File: config.mk
export PLATFORM = sky130hd
export DESIGN_NAME = flash_pgm_ctrl
export DESIGN_NICKNAME = d
export VERILOG_FILES = /design/src/rtl/flash_ctrl_pkg.sv /design/src/rtl/flash_strobe_edge.sv /design/src/rtl/flash_op_seq.sv /design/src/rtl/flash_array.sv /design/src/rtl/flash_pgm_ctrl.sv
export SDC_FILE = /design/constraint.sdc
export NUM_CORES = 1
export LEC_CHECK = 0
export BUFFER_PORTS_ARGS = -buffer_cell sky130_fd_sc_hd__buf_2
export CAP_MARGIN = 20
export CORE_MARGIN = 4
export CORE_UTILIZATION = 30
export CTS_CLUSTER_DIAMETER = 200
export CTS_CLUSTER_SIZE = 30
export DETAILED_ROUTE_END_ITERATION = 7
export PLACE_DENSITY = 0.52
export SYNTH_ARGS = -nofsm -noshare
export SYNTH_HDL_FRONTEND = slang
export SYNTH_SLANG_ARGS = --single-unit
File: constraint.sdc
create_clock -name clk -period 5.35 [get_ports clk]
set_input_delay 0.2675 -clock clk [delete_from_list [all_inputs] [get_ports clk]]
set_output_delay 0.2675 -clock clk [all_outputs]
set_load 0.02 [all_outputs]
File: src/rtl/flash_ctrl_pkg.sv
// Shared mode and operation encodings for the flash programming controller.
package flash_ctrl_pkg;
    typedef enum logic [1:0] {
        MODE_READ  = 2'b00,
        MODE_PROG  = 2'b01,
        MODE_ERASE = 2'b10,
        MODE_NONE  = 2'b11
    } mode_e;

    typedef enum logic [1:0] {
        OP_IDLE  = 2'b00,
        OP_PROG  = 2'b01,
        OP_ERASE = 2'b10
    } op_e;
endpackage

File: src/rtl/flash_strobe_edge.sv
// Rising-edge detector for the program strobe.
// Assumes the strobe is already synchronous to clk.
module flash_strobe_edge (
    input  logic clk,
    input  logic rst_n,
    input  logic strobe_i,
    output logic rise_o
);
    logic strobe_q;

    // Remember the strobe level of the last cycle.
    always_ff @(posedge clk) begin
        if (!rst_n) strobe_q <= 1'b0;
        else        strobe_q <= strobe_i;
    end

    assign rise_o = strobe_i & ~strobe_q;

    // an edge lasts one cycle, even when the strobe is held
    assert_single_edge_R8: assert property (@(posedge clk) disable iff (!rst_n)
        rise_o |=> !rise_o);
endmodule

File: src/rtl/flash_op_seq.sv
// Self-timed operation sequencer: accepts a start on a qualified strobe edge,
// counts the operation length and pulses commit in the last busy cycle.
// Assumes PROG_CYC and ERASE_CYC are both at least 1.
module flash_op_seq
    import flash_ctrl_pkg::*;
#(
    parameter int PROG_CYC  = 8,
    parameter int ERASE_CYC = 20
) (
    input  logic  clk,
    input  logic  rst_n,
    input  logic  rise_i,
    input  logic  pgm_en_i,
    input  mode_e mode_i,
    output logic  start_o,
    output logic  busy_o,
    output op_e   op_o,
    output logic  commit_o
);
    localparam int MAXC = (PROG_CYC > ERASE_CYC) ? PROG_CYC : ERASE_CYC;
    localparam int CW   = $clog2(MAXC + 1);

    logic [CW-1:0] cnt_q;
    logic          busy_q;
    op_e           op_q;

    // Qualify the strobe edge: enabled, idle, and a mode that writes.
    assign start_o = rise_i & pgm_en_i & ~busy_q &
                     ((mode_i == MODE_PROG) || (mode_i == MODE_ERASE));

    // Load the length on start and count down to the commit cycle.
    always_ff @(posedge clk) begin
        if (!rst_n) begin
            busy_q <= 1'b0;
            cnt_q  <= '0;
            op_q   <= OP_IDLE;
        end else if (start_o) begin
            busy_q <= 1'b1;
            op_q   <= (mode_i == MODE_PROG) ? OP_PROG : OP_ERASE;
            cnt_q  <= (mode_i == MODE_PROG) ? CW'(PROG_CYC - 1) : CW'(ERASE_CYC - 1);
        end else if (busy_q) begin
            if (cnt_q == '0) begin
                busy_q <= 1'b0;
                op_q   <= OP_IDLE;
            end else begin
                cnt_q <= cnt_q - 1'b1;
            end
        end
    end

    assign busy_o   = busy_q;
    assign op_o     = op_q;
    assign commit_o = busy_q && (cnt_q == '0);

    // the remaining count never exceeds the longest operation
    assert_cnt_bound_R2: assert property (@(posedge clk) disable iff (!rst_n)
        busy_q |-> (int'(cnt_q) < MAXC));
    // a running operation keeps busy until its commit cycle
    assert_busy_hold_R2: assert property (@(posedge clk) disable iff (!rst_n)
        (busy_q && !commit_o) |=> busy_q);
    // busy drops right after the commit
    assert_ready_after_R6: assert property (@(posedge clk) disable iff (!rst_n)
        commit_o |=> !busy_q);
endmodule

File: src/rtl/flash_array.sv
// Byte-wide register-file model of the flash array. Latches the target on
// start, applies the AND merge or the full erase on commit, and forms the
// polling read value while an operation runs.
// Assumes start and commit never fall in the same cycle.
module flash_array #(
    parameter int AW = 6
) (
    input  logic          clk,
    input  logic          rst_n,
    input  logic          latch_i,
    input  logic [AW-1:0] waddr_i,
    input  logic [7:0]    wdata_i,
    input  logic          commit_pgm_i,
    input  logic          commit_erase_i,
    input  logic          poll_pgm_i,
    input  logic          poll_erase_i,
    input  logic [AW-1:0] raddr_i,
    output logic [7:0]    rdata_o
);
    localparam int DEPTH = 1 << AW;

    logic [7:0]    mem [DEPTH];
    logic [AW-1:0] waddr_q;
    logic [7:0]    wdata_q;

    // Capture address and data of the accepted operation.
    always_ff @(posedge clk) begin
        if (!rst_n) begin
            waddr_q <= '0;
            wdata_q <= '0;
        end else if (latch_i) begin
            waddr_q <= waddr_i;
            wdata_q <= wdata_i;
        end
    end

    // Array update: erased on reset and on erase commit, AND-merge on program.
    always_ff @(posedge clk) begin
        if (!rst_n || commit_erase_i) begin
            for (int i = 0; i < DEPTH; i++) mem[i] <= 8'hFF;
        end else if (commit_pgm_i) begin
            mem[waddr_q] <= mem[waddr_q] & wdata_q;
        end
    end

    // Read path with the polling substitution on bit 7.
    always_comb begin
        rdata_o = mem[raddr_i];
        if (poll_erase_i)
            rdata_o[7] = 1'b0;
        else if (poll_pgm_i && (raddr_i == waddr_q))
            rdata_o[7] = ~wdata_q[7];
    end

    // a program commit never sets a bit that was clear
    assert_no_set_R3: assert property (@(posedge clk) disable iff (!rst_n)
        commit_pgm_i |=> ((~$past(mem[waddr_q]) & mem[waddr_q]) == 8'h00));
    // the committed byte has no one where the data had a zero
    assert_and_merge_R3: assert property (@(posedge clk) disable iff (!rst_n)
        commit_pgm_i |=> ((mem[waddr_q] & ~wdata_q) == 8'h00));
    // an erase commit leaves the end bytes blank
    assert_erased_R10: assert property (@(posedge clk) disable iff (!rst_n)
        commit_erase_i |=> (mem[0] == 8'hFF && mem[DEPTH-1] == 8'hFF));
endmodule

File: src/rtl/flash_pgm_ctrl.sv
// Top level of the byte-program flash controller: strobe edge detect,
// self-timed sequencer and array model.
// Assumes all inputs are synchronous to clk.
module flash_pgm_ctrl
    import flash_ctrl_pkg::*;
#(
    parameter int AW        = 6,
    parameter int PROG_CYC  = 8,
    parameter int ERASE_CYC = 20
) (
    input  logic          clk,
    input  logic          rst_n,
    input  logic [AW-1:0] addr_i,
    input  logic [7:0]    data_i,
    input  logic [1:0]    mode_i,
    input  logic          pgm_en_i,
    input  logic          strobe_i,
    output logic [7:0]    rdata_o,
    output logic          busy_o
);
    logic  rise;
    logic  start;
    logic  commit;
    op_e   op;
    mode_e mode;

    assign mode = mode_e'(mode_i);

    flash_strobe_edge u_edge (
        .clk      (clk),
        .rst_n    (rst_n),
        .strobe_i (strobe_i),
        .rise_o   (rise)
    );

    flash_op_seq #(
        .PROG_CYC  (PROG_CYC),
        .ERASE_CYC (ERASE_CYC)
    ) u_seq (
        .clk      (clk),
        .rst_n    (rst_n),
        .rise_i   (rise),
        .pgm_en_i (pgm_en_i),
        .mode_i   (mode),
        .start_o  (start),
        .busy_o   (busy_o),
        .op_o     (op),
        .commit_o (commit)
    );

    flash_array #(.AW(AW)) u_array (
        .clk            (clk),
        .rst_n          (rst_n),
        .latch_i        (start),
        .waddr_i        (addr_i),
        .wdata_i        (data_i),
        .commit_pgm_i   (commit && (op == OP_PROG)),
        .commit_erase_i (commit && (op == OP_ERASE)),
        .poll_pgm_i     (busy_o && (op == OP_PROG)),
        .poll_erase_i   (busy_o && (op == OP_ERASE)),
        .raddr_i        (addr_i),
        .rdata_o        (rdata_o)
    );

    // busy rises only after an enabled strobe edge
    assert_start_qualified_R9: assert property (@(posedge clk) disable iff (!rst_n)
        $rose(busy_o) |-> $past(rise && pgm_en_i));
    // an edge while busy does not restart the operation
    assert_no_restart_R7: assert property (@(posedge clk) disable iff (!rst_n)
        (busy_o && !commit) |=> $stable(op));
endmodule

# Yosys cells after proc, flatten, opt, wreduce, memory -nomap -nowiden
# Memory sizes are Yosys's and may differ from the RTL's. A register that Yosys moved wholly into a read port is not among the register bits.
# Cells that the tools add are included.
# W data, S select, Z words.
[totals]
ram_bits = 512
latch_bits = 0
rom_bits = 0
mem_count = 1
regBits = 23
inputBits = 20
out_inout_bits = 9
wordCells = 60
[memory_table]
columns = ["memory", "depth", "width", "rd", "rd_clocked_by_memory_dff", "wr", "line_no", "rtl"]
rows = [
  ["u_array.mem", 64, 8, 2, 1, 64, "flash_array.sv:22", "logic [7:0] mem [DEPTH];"],
]
[op_classes]
n_mux = 23
mul = 0
addsub = 1
shift = 0
div_mod_pow = 0
reduce_logical = 15
n_bitwise = 8
magnitude_cmp = 0
n_eq_ne = 6
[ops]
columns = ["op", "count"]
rows = [
  ["$mux W5", 4],
  ["$mux W6", 3],
  ["$mux W1", 11],
  ["$and A8 B8 Y8", 1],
  ["$mux W2", 4],
  ["$mux W8", 1],
  ["$reduce_or A8 Y1", 1],
  ["$eq A6 B6 Y1", 1],
  ["$logic_and A1 B1 Y1", 6],
  ["$logic_not A5 Y1", 1],
  ["$sub A5 B1 Y5 const B", 1],
  ["$and A1 B1 Y1", 4],
  ["$eq A2 B1 Y1 const B", 2],
  ["$eq A2 B2 Y1 const B", 2],
  ["$reduce_and A2 Y1", 2],
  ["$reduce_bool A2 Y1", 2],
  ["$not A1 Y1", 3],
  ["$logic_or A1 B1 Y1", 2],
  ["$ne A2 B2 Y1 const B", 1],
  ["$logic_not A1 Y1", 1],
]

# Longest topological paths before layout
# Gate-level depths: netlist (run 1).
[depth]
depth_word = 8
depth_mapped = 11

# By module
# From an unflattened synthesis (run 1), not the netlist that was laid out.
[unflattened]
hier_cells = 1905
hier_area_um2 = 28033.1
[modules_own_cells]
columns = ["module", "area_per_inst_um2", "instances", "cells_per_inst"]
rows = [
  ["flash_array", 27537.7, 1, 1848],
  ["flash_op_seq", 420.4, 1, 50],
  ["flash_strobe_edge", 40.0, 1, 3],
  ["flash_pgm_ctrl", 35.0, 1, 4],
]

# Worst setup path after synthesis (run 1)
# Ideal clock, no wire load.
[synth_path]
path_type = "input to output"
start = "in addr_i[0]"
end = "out rdata_o[2]"
required_time_ns = 5.083
path_stages = 7
path_buffers = 3
setup_slack_ns = 2.350
arrival_ns = 2.732
path_cell_list = "clkbuf_1 buf_2 buf_1 mux4_2 mux4_2 mux2i_1 o21ai_0"
[synth_via]
elab_chain_len = 1
[synth_lines]
columns = ["element", "line_no", "rtl"]
rows = [
  ["start, declared", "flash_pgm_ctrl.sv:13", "input logic [AW-1:0] addr_i,"],
  ["$mem_v2 Z64 W8", "-", ""],
  ["end, declared", "flash_pgm_ctrl.sv:18", "output logic [7:0] rdata_o,"],
]
# Every way passes these cells.

==> results of run 1 <==
cells in the final DEF, fill, tap and decap left out, types with 25 or more instances in the layout:
cell      instances
nand2_1         554
edfxtp_1        512
mux4_2          274
mux2i_1          93
buf_4            84
nor2_1           76
o21ai_0          46
o21ai_1          26
dfxtp_1          25
buf_2            25
cell families (layout without fill, tap and decap cells):
group	Yosys count	count (layout)	synth area share, %
compound gates	160	160	3.71
simple gates	701	701	10.1
fa+ha+maj	2	2	0.0896
xor+xnor	9	9	0.282
buf+inv	179	170	3.16
mux	369	369	25.5
flops	541	541	57.2
path summary, 6_finish.rpt:
check                          start  slack, ns                  to  depth (start not counted)
hold reg to reg   u_array.wdata_q[5]       0.52  u_array.wdata_q[5]                          2
hold / removal                 rst_n       0.12  u_array.wdata_q[7]                          2
setup / recovery            register       1.16  u_array.mem[30][1]                          7
setup reg to reg            register       1.16  u_array.mem[30][1]                          7
metal layers:
metal	vias to the layer above	track usage [%]	share of wire, %
li1	7419	-	-
met1	9432	25.7	41
met2	961	29.8	48
met3	99	2.49	8.5
met4	0	5.00	2.8
met5	-	0	0
report_power, final:
group	switching [W]	leakage, nW	internal [W]
registers	0.0000324	3.72	0.00462
logic	0.000353	2.66	0.000159
clock network	0.00134	0.307	0.000818
total	0.00173	6.68	0.00560
through the flow:
stage / instances / cell area (µm²) / hold slack, ns / util [%]
after floorplan: 1961 / 27900 / 0.389 / -
after global placement: 3146 / 29500 / 0.487 / 32.1
after CTS: 3190 / 30300 / 0.0918 / 32.9
final: 3195 / 30300 / 0.117 / 33.0
after global routing: 3195 / 30300 / 0.138 / 33.0
after detailed placement: 3147 / 29500 / 0.492 / 32.1
timing repair:
item | CTS | global route
hold buffers | 9 | 0
setup endpoints to repair | 0 | 0
hold endpoints to repair | 9 | 0
flip-flops by register name, indices dropped and copies added, names as in the netlist, named ones only:
signal	flops
u_array.wdata_q	8
u_seq.busy_o	1
u_edge.strobe_q	1
u_seq.cnt_q	5
u_array.waddr_q	6
u_seq.op_o	2
u_array.mem	512
final cells by class:
cell class,instances,area share (%)
clock buffer,33,2.02
clock inverter,1,0.0991
inverter,10,0.124
multi-input combinational,1241,36.8
sequential,541,52.7
tap,1243,5.13
timing repair buffer,126,3.19
==> out/results.txt, run 1 <==
Max IR drop VDD: 0.210 mV
Mapped Cells: 1961
top-count cell post-synth: nand2_1
Min-Delay Path Class: primary input to register
CP top delay family: multiplexers
initial antenna violation count: 2
drt wl/cell: 28.5 µm
clock buffer depth: 3
Area contributors post-synth: edfxtp_1 (55%), mux4_2 (22%), nand2_1 (7.4%)
Die Wd: 313 µm
Cell Pwr Density: 242 mW/mm²
Worst path slowest cell: dfxtp_4
Nets: 1964
Setup Fix Bufs, Post-CTS: 0
Sink Count: 541
post-route minimum period: 4.19 ns
core area: 0.0919 mm²
Netlist cell types: 49
vias in the first global route: 17700
status: completed
Async SR Flop Fraction: 0%
area of the multi-input gates: 0.0111 mm²
DRT antenna net count: 0
final HPWL from detailed placement: 62.7 mm
Critical Path RT: 5.61 ns
worst slew pin tran: 1.21 ns
number of port buffers: 28
RSZ-0062 raised after global routing: false
register area: 0.0160 mm²
total power: 0.00732 W
flops & latches, synth: 541
vias per cell: 5.61
CTS tree: built
largest stage delay on the critical path: 0.87 ns
Final Setup Violations: 0
share of layout cells above drive strength 1: 22.1%
Synth Warn #: 0
Peak Freq: 239 MHz
first-pass GRT wire length: 131 mm
setup TNS: 0 ns
Slew HR: 19.4%
Post-synth EDFFs: 512
final critical-path share of the clock period: 78.3%
post-CTS sizing: 0
final hold violation count: 0
vias: 17900
top-area cell type share of the netlist area: 55.1%
Die Y: 313 µm
RePlAce Congestion: 0.874
Initial Utilization: 30.4%
# rows: 111
Reg clk slew, reported paths: 0.13 ns
clk_skew: 0.0724 ns
most frequent cells after synthesis: nand2_1 (554), edfxtp_1 (512), mux4_2 (274)
CP Max Fanout: 64
post-synthesis net count: 1983
Syn Std Cell Area: 0.0279 mm²
Ports: 29
Global Route Usage Sum: 18.2%
Leak Pwr: 6.68 nW
CTS root buf: clkbuf_16
TritonRoute pass-1 iters: 6
Cell Chain, Critical Path: buf_4 -> mux4_2 -> mux4_2 -> mux2_2 -> a32oi_4 -> buf_4 -> nand2_1
worst skew pair latency: 0.61 ns
cts bufs inserted: 22
critical path class: register to register
area grow syn2layout: 8.59%
Worst EP arrival: 4.45 ns
Critical path buffers and inverters: 2
post-place setup slack: 1.19 ns
CP endpoint kind: register
htree depth: 1
Setup crit start kind: register
max cap viols: 0
Seq/Total Area, Yosys: 57.2%
area leader, netlist: edfxtp_1
Synth Flop Type: edfxtp_1
DIE AREA: 0.0980 mm²
largest net degree at the start of global routing: 69
antenna cells: 0
routed wire length: 91.1 mm
Filler cells: 9007
DR iter-0 viols: 2372
final setup margin: 1.16 ns
remaining routing DRC violations: 0
max-slew violations: 0
mean post-synth cell area: 14.2 µm²
Overflow after GRT: 0
Power figures use the tool's default switching activity.
==> run 2, diff against run 1 <==
--- a/config.mk
+++ b/config.mk
@@ -5,6 +5,7 @@
 export SDC_FILE = /design/constraint.sdc
 export NUM_CORES = 1
 export LEC_CHECK = 0
+export ABC_AREA = 1
 export BUFFER_PORTS_ARGS = -buffer_cell sky130_fd_sc_hd__buf_2
 export CAP_MARGIN = 20
 export CORE_MARGIN = 4
==> constraint.sdc (replaced) <==
create_clock -name clk -period 4.2 [get_ports clk]
set_input_delay 0.21 -clock clk [delete_from_list [all_inputs] [get_ports clk]]
set_output_delay 0.21 -clock clk [all_outputs]
set_load 0.02 [all_outputs]
==> out/results.txt, run 2 <==
status: completed
post-place setup slack: 1.08 ns
max cap viols: 0
remaining routing DRC violations: 0
top flop regs: u_array.mem (512), u_array.wdata_q (8), u_array.waddr_q (6)
Clock power frac: 27.1%
commonest cells after routing, fill and taps aside: nand2_1 (1559), nand3_1 (536), edfxtp_1 (512)
Critical Path RT: 4.55 ns
most common cell after layout, fill and taps aside: nand2_1
worst slew pin tran: 0.927 ns
Setup Fix Bufs, Post-CTS: 0
core area: 0.0981 mm²
DRT antenna net count: 0
largest register by flop count: u_array.mem
Largest register FFs: 512
first-pass GRT wire length: 162 mm
Setup crit start kind: register
Synth Flop Type: edfxtp_1
Post-synth EDFFs: 512
drt wl/cell: 22.7 µm
DR iter-0 viols: 3293
Slew HR: 37.7%
Post-Place Cells: 4833
CP endpoint kind: register
Worst EP arrival: 3.54 ns
final HPWL from detailed placement: 68.6 mm
largest net degree at the start of global routing: 125
Syn Std Cell Area: 0.0296 mm²
Seq/Total Area, Yosys: 53.9%
area grow syn2layout: 8.04%
area leader, netlist: edfxtp_1
TritonRoute pass-1 iters: 6
Global Route Usage Sum: 20.7%
Min-Delay Path Class: primary input to register
number of port buffers: 28
CP Max Fanout: 40
antenna cells: 0
Filler cells: 10200
vias: 26400
initial antenna violation count: 3
top-count cell post-synth: nand2_1
Mapped Cells: 3704
Reg power frac: 57.3%
Leak Pwr: 10.6 nW
final hold violation count: 0
top-area cell type share of the netlist area: 51.9%
most frequent cells after synthesis: nand2_1 (1559), nand3_1 (536), edfxtp_1 (512)
Final Util: 32.6%
Peak Freq: 313 MHz
Die Wd: 322 µm
R2R setup slack: 1.01 ns
clock buffer depth: 3
Initial Utilization: 30.2%
switching power total: 0.00304 W
Die Y: 322 µm
htree depth: 1
Nets: 3605
cts bufs inserted: 22
setup TNS: 0 ns
final setup margin: 1.01 ns
RePlAce Congestion: 0.872
post-route minimum period: 3.19 ns
vias in the first global route: 24500
placed cell areas: 0.0312 mm²
RSZ-0062 raised after global routing: false
Comb power frac: 15.6%
DIE AREA: 0.104 mm²
Reg clk slew, reported paths: 0.12 ns
clk_skew: 0.0572 ns
share of layout cells above drive strength 1: 5.13%
# rows: 115
Async SR Flop Fraction: 0%
Final Setup Violations: 0
Pint: 0.00731 W
Area contributors post-synth: edfxtp_1 (52%), nand2_1 (20%), nand3_1 (9.1%)
max-slew violations: 0
Synth Warn #: 0
Sw Share: 29.3%
post-synthesis net count: 3726
Ports: 29
design area: 0.0320 mm²
Cell Pwr Density: 323 mW/mm²
worst skew pair latency: 0.61 ns
CTS root buf: clkbuf_16
fin cells: 4877
vias per cell: 5.41
final critical-path share of the clock period: 76.0%
mean post-synth cell area: 8.00 µm²
Sink Count: 541
flops & latches, synth: 541
critical path class: register to register
Max IR drop VDD: 0.256 mV
routed wire length: 111 mm
Netlist cell types: 31
Overflow after GRT: 0
CTS tree: built
-- run 2: cell families (layout without fill, tap and decap cells) --
logic type                 Yosys count  in the layout  synth area share, %
buffers and inverters              353            239                 5.28
AOI/OAI and AO/OA                  399            399                 7.23
and+or+nand+nor                   2405           2405                 33.4
xor gates and xnor gates             4              4                0.118
adders and majority gates            2              2               0.0844
DFF                                541            541                 53.9
-- run 2: path summary, 6_finish.rpt --
path	from	end	depth (start not counted)
worst max-delay path	register	u_array.mem[42][6]	12
worst min register to register	u_seq.cnt_q[3]	u_seq.cnt_q[3]	2
worst min-delay path	rst_n	u_array.wdata_q[7]	3
worst max register to register	register	u_array.mem[42][6]	12
-- run 2: power by group through the flow --
stage	logic [W]	clock network (W)	registers, W
after floorplan	0.000938	0	0.00603
after global placement	0.00157	0	0.00605
after detailed placement	0.00158	0	0.00605
after CTS	0.00159	0.00284	0.00593
after global routing	0.00174	0.00299	0.00593
final	0.00162	0.00281	0.00593
-- run 2: worst max-delay path, stage by stage (launching register included) --
cell	delay [ns]
dfxtp_4	0.52
inv_4	0.35
buf_12	0.28
nand3_1	0.11
nand3_1	0.13
nand2_1	0.18
nand2_1	0.12
nand3_1	0.19
nand3_1	0.14
nand2_1	0.09
nand2_4	0.33
buf_12	0.30
nand2_1	0.09
-- run 2: repair_timing --
| action | 4_1_cts | 5_1_grt |
|---|---|---|
| setup endpoints to repair | 0 | 0 |
| hold endpoints to repair | 9 | 0 |
| resized for setup | 0 | 0 |
| hold buffers | 11 | 0 |
-- run 2: through the flow --
step / hold WS (ns) / total power (W)
detailed placement: 0.411 / 0.00763
floorplan: 0.303 / 0.00696
CTS: 0.000943 / 0.0104
global placement: 0.406 / 0.00762
global route: 0.0610 / 0.0107
finish: 0.0321 / 0.0103
-- run 2: cell type report --
| cell class | count | area, µm² | share of cell area [%] |
|---|---|---|---|
| clock buffer | 30 | 602 | 1.88 |
| clock inverter | 1 | 30.0 | 0.0938 |
| inverter | 74 | 299 | 0.934 |
| multi-input combinational | 2810 | 12200 | 38.0 |
| sequential | 541 | 16000 | 49.9 |
| tap | 1287 | 1610 | 5.03 |
| timing repair buffer | 134 | 1350 | 4.22 |
-- run 2: per-layer routing --
metal,GRT usage (%),part of all wire [%],vias to the layer above
li1,-,-,12200
met1,29.9,44,12700
met2,32.2,44,1293
met3,2.97,9.1,183
met4,6.21,3.3,4
met5,0,0.024,-
==> run 3, diff against run 2 <==
--- a/config.mk
+++ b/config.mk
@@ -13,7 +13,7 @@
 export CTS_CLUSTER_DIAMETER = 200
 export CTS_CLUSTER_SIZE = 30
 export DETAILED_ROUTE_END_ITERATION = 7
-export PLACE_DENSITY = 0.52
+export PLACE_DENSITY = 0.53
 export SYNTH_ARGS = -nofsm -noshare
 export SYNTH_HDL_FRONTEND = slang
 export SYNTH_SLANG_ARGS = --single-unit
==> constraint.sdc (replaced) <==
create_clock -name clk -period 2.7 [get_ports clk]
set_input_delay 0.135 -clock clk [delete_from_list [all_inputs] [get_ports clk]]
set_output_delay 0.135 -clock clk [all_outputs]
set_load 0.02 [all_outputs]
==> out/results.txt, run 3 (same netlist as run 2, synthesis figures left out) <==
critical path class: register to register
Sink Count: 541
Ports: 29
Reg power frac: 56.8%
Overflow after GRT: 0
clock buffer depth: 3
drt wl/cell: 22.7 µm
Cell Pwr Density: 489 mW/mm²
worst skew pair latency: 0.62 ns
most common cell after layout, fill and taps aside: nand2_1
core area: 0.0981 mm²
Worst EP arrival: 3.03 ns
RePlAce Congestion: 0.898
clk_skew: 0.0635 ns
Worst Hold Endpoint: u_seq.op_o[0]
top flop regs: u_array.mem (512), u_array.wdata_q (8), u_array.waddr_q (6)
Global Route Usage Sum: 21.1%
final hold violation count: 0
Reg clk slew, reported paths: 0.13 ns
Initial Utilization: 30.2%
Setup crit start kind: register
Die Y: 322 µm
Largest register FFs: 512
Die Wd: 322 µm
hold path depth: 4
final critical-path share of the clock period: 94.7%
Min-Delay Path Class: primary input to register
post-route minimum period: 2.56 ns
Clock power frac: 27.1%
Max IR drop VDD: 0.368 mV
DR iter-0 viols: 3614
hold_sp: mode_i[0]
cts bufs inserted: 22
Leak Pwr: 11.2 nW
Peak Freq: 391 MHz
CTS root buf: clkbuf_16
htree depth: 1
routed wire length: 113 mm
area grow syn2layout: 11.8%
switching power total: 0.00467 W
CTS tree: built
RSZ-0062 raised after global routing: true
largest net degree at the start of global routing: 73
CP Max Fanout: 52
status: completed
first-pass GRT wire length: 165 mm
# rows: 115
number of port buffers: 28
Critical Path RT: 3.17 ns
TritonRoute pass-1 iters: 6
largest register by flop count: u_array.mem
design area: 0.0331 mm²
worst slew pin tran: 0.949 ns
share of layout cells above drive strength 1: 7.97%
Final Setup Violations: 0
Nets: 3693
initial antenna violation count: 4
max-slew violations: 0
Comb power frac: 16.1%
final HPWL from detailed placement: 75.9 mm
placed cell areas: 0.0322 mm²
vias in the first global route: 24700
DIE AREA: 0.104 mm²
Slew HR: 36.6%
max cap viols: 0
reg2reg end: u_array.mem[31][1]
DRT antenna net count: 0
R2R setup slack: 0.14 ns
Sw Share: 28.8%
commonest cells after routing, fill and taps aside: nand2_1 (1539), nand3_1 (533), edfxtp_1 (512)
remaining routing DRC violations: 0
vias per cell: 5.37
Pint: 0.0115 W
Reg2Reg Depth: 13
Final Util: 33.8%
vias: 26700
CP endpoint kind: register
run 3: changes by cell type in the layout (fill, tap and decap cells not counted), moves of 3 or more:
cell           previous run  this run
nand2_1                1559      1539
nor2_2                    0         3
nor2_1                  266       263
nand2_2                   1        21
clkbuf_1                  7        16
nand3_2                   1         4
buf_12                   27        56
dlygate4sd3_1            11        16
buf_4                    66       122
nand3_1                 536       533
run 3: final cells by class:
cell class / instances / area [µm²]
well taps: 1287 / 1610
inverters: 74 / 298
fillers: 10200 / 65000
multi-input cells: 2810 / 12200
repair buffers: 222 / 2350
diodes: 1 / 2.50
flip-flops and latches: 541 / 16000
clock inverters: 1 / 30.0
clock buffers: 39 / 636
run 3: power groups by stage:
stage | logic [W] | registers [W] | clock network, W
after floorplan | 0.00146 | 0.00937 | 0
after global placement | 0.00253 | 0.00940 | 0
after detailed placement | 0.00254 | 0.00940 | 0
after CTS | 0.00256 | 0.00921 | 0.00449
after global routing | 0.00281 | 0.00921 | 0.00478
final | 0.00261 | 0.00921 | 0.00439
run 3: worst max path at each step:
stage / slack [ns] / endpoint / startpoint
final: 0.14 / u_array.mem[31][1] / register
after CTS: 0.02 / rdata_o[7] / u_array.mem[22][7]
after global routing: -0.008 / u_array.mem[21][4] / u_seq.cnt_q[0]
after global placement: 0.12 / u_array.mem[13][6] / u_seq.cnt_q[0]
after floorplan: 0.15 / u_array.mem[22][0] / u_seq.cnt_q[0]
after detailed placement: 0.13 / u_array.mem[13][6] / u_seq.cnt_q[0]
run 3: worst max-delay path: stages (launching register included):
cell	delay, ns
dfxtp_4	0.43
buf_12	0.27
buf_12	0.28
nand2_1	0.08
nand3_1	0.09
nand3_1	0.14
nand2_1	0.19
nand2_1	0.06
nand3_1	0.13
nand3_1	0.08
nand2_1	0.11
nand2_4	0.16
buf_12	0.23
nand2_1	0.07
run 3: metal layers:
metal	vias to the layer above	global-route usage [%]	part of all wire, %
met3	180	3.35	9.0
li1	12400	-	-
met1	12800	30.4	43
met4	6	6.42	3.3
met2	1347	32.9	45
met5	-	0	0.035
run 3: metrics by stage:
stage / std cells / total power, W / hold slack (ns) / TNS [ns] / setup WS, ns
3_5_place_dp: 4916 / 0.0119 / 0.337 / 0 / 0.131
3_3_place_gp: 4916 / 0.0119 / 0.336 / 0 / 0.118
5_1_grt: 4974 / 0.0168 / 0.121 / -0.0741 / -0.00774
4_1_cts: 4972 / 0.0163 / 0.0337 / 0 / 0.0173
2_1_floorplan: 3704 / 0.0108 / 0.228 / 0 / 0.147
6_report: 4975 / 0.0162 / 0.0564 / 0 / 0.144
run 3: what timing repair did:
action / in CTS / in global routing
setup buffers: 0 / 2
gates resized for setup: 0 / 28
hold buffers: 16 / 0
endpoints found under the hold margin: 25 / 0
setup endpoints to repair: 0 / 428
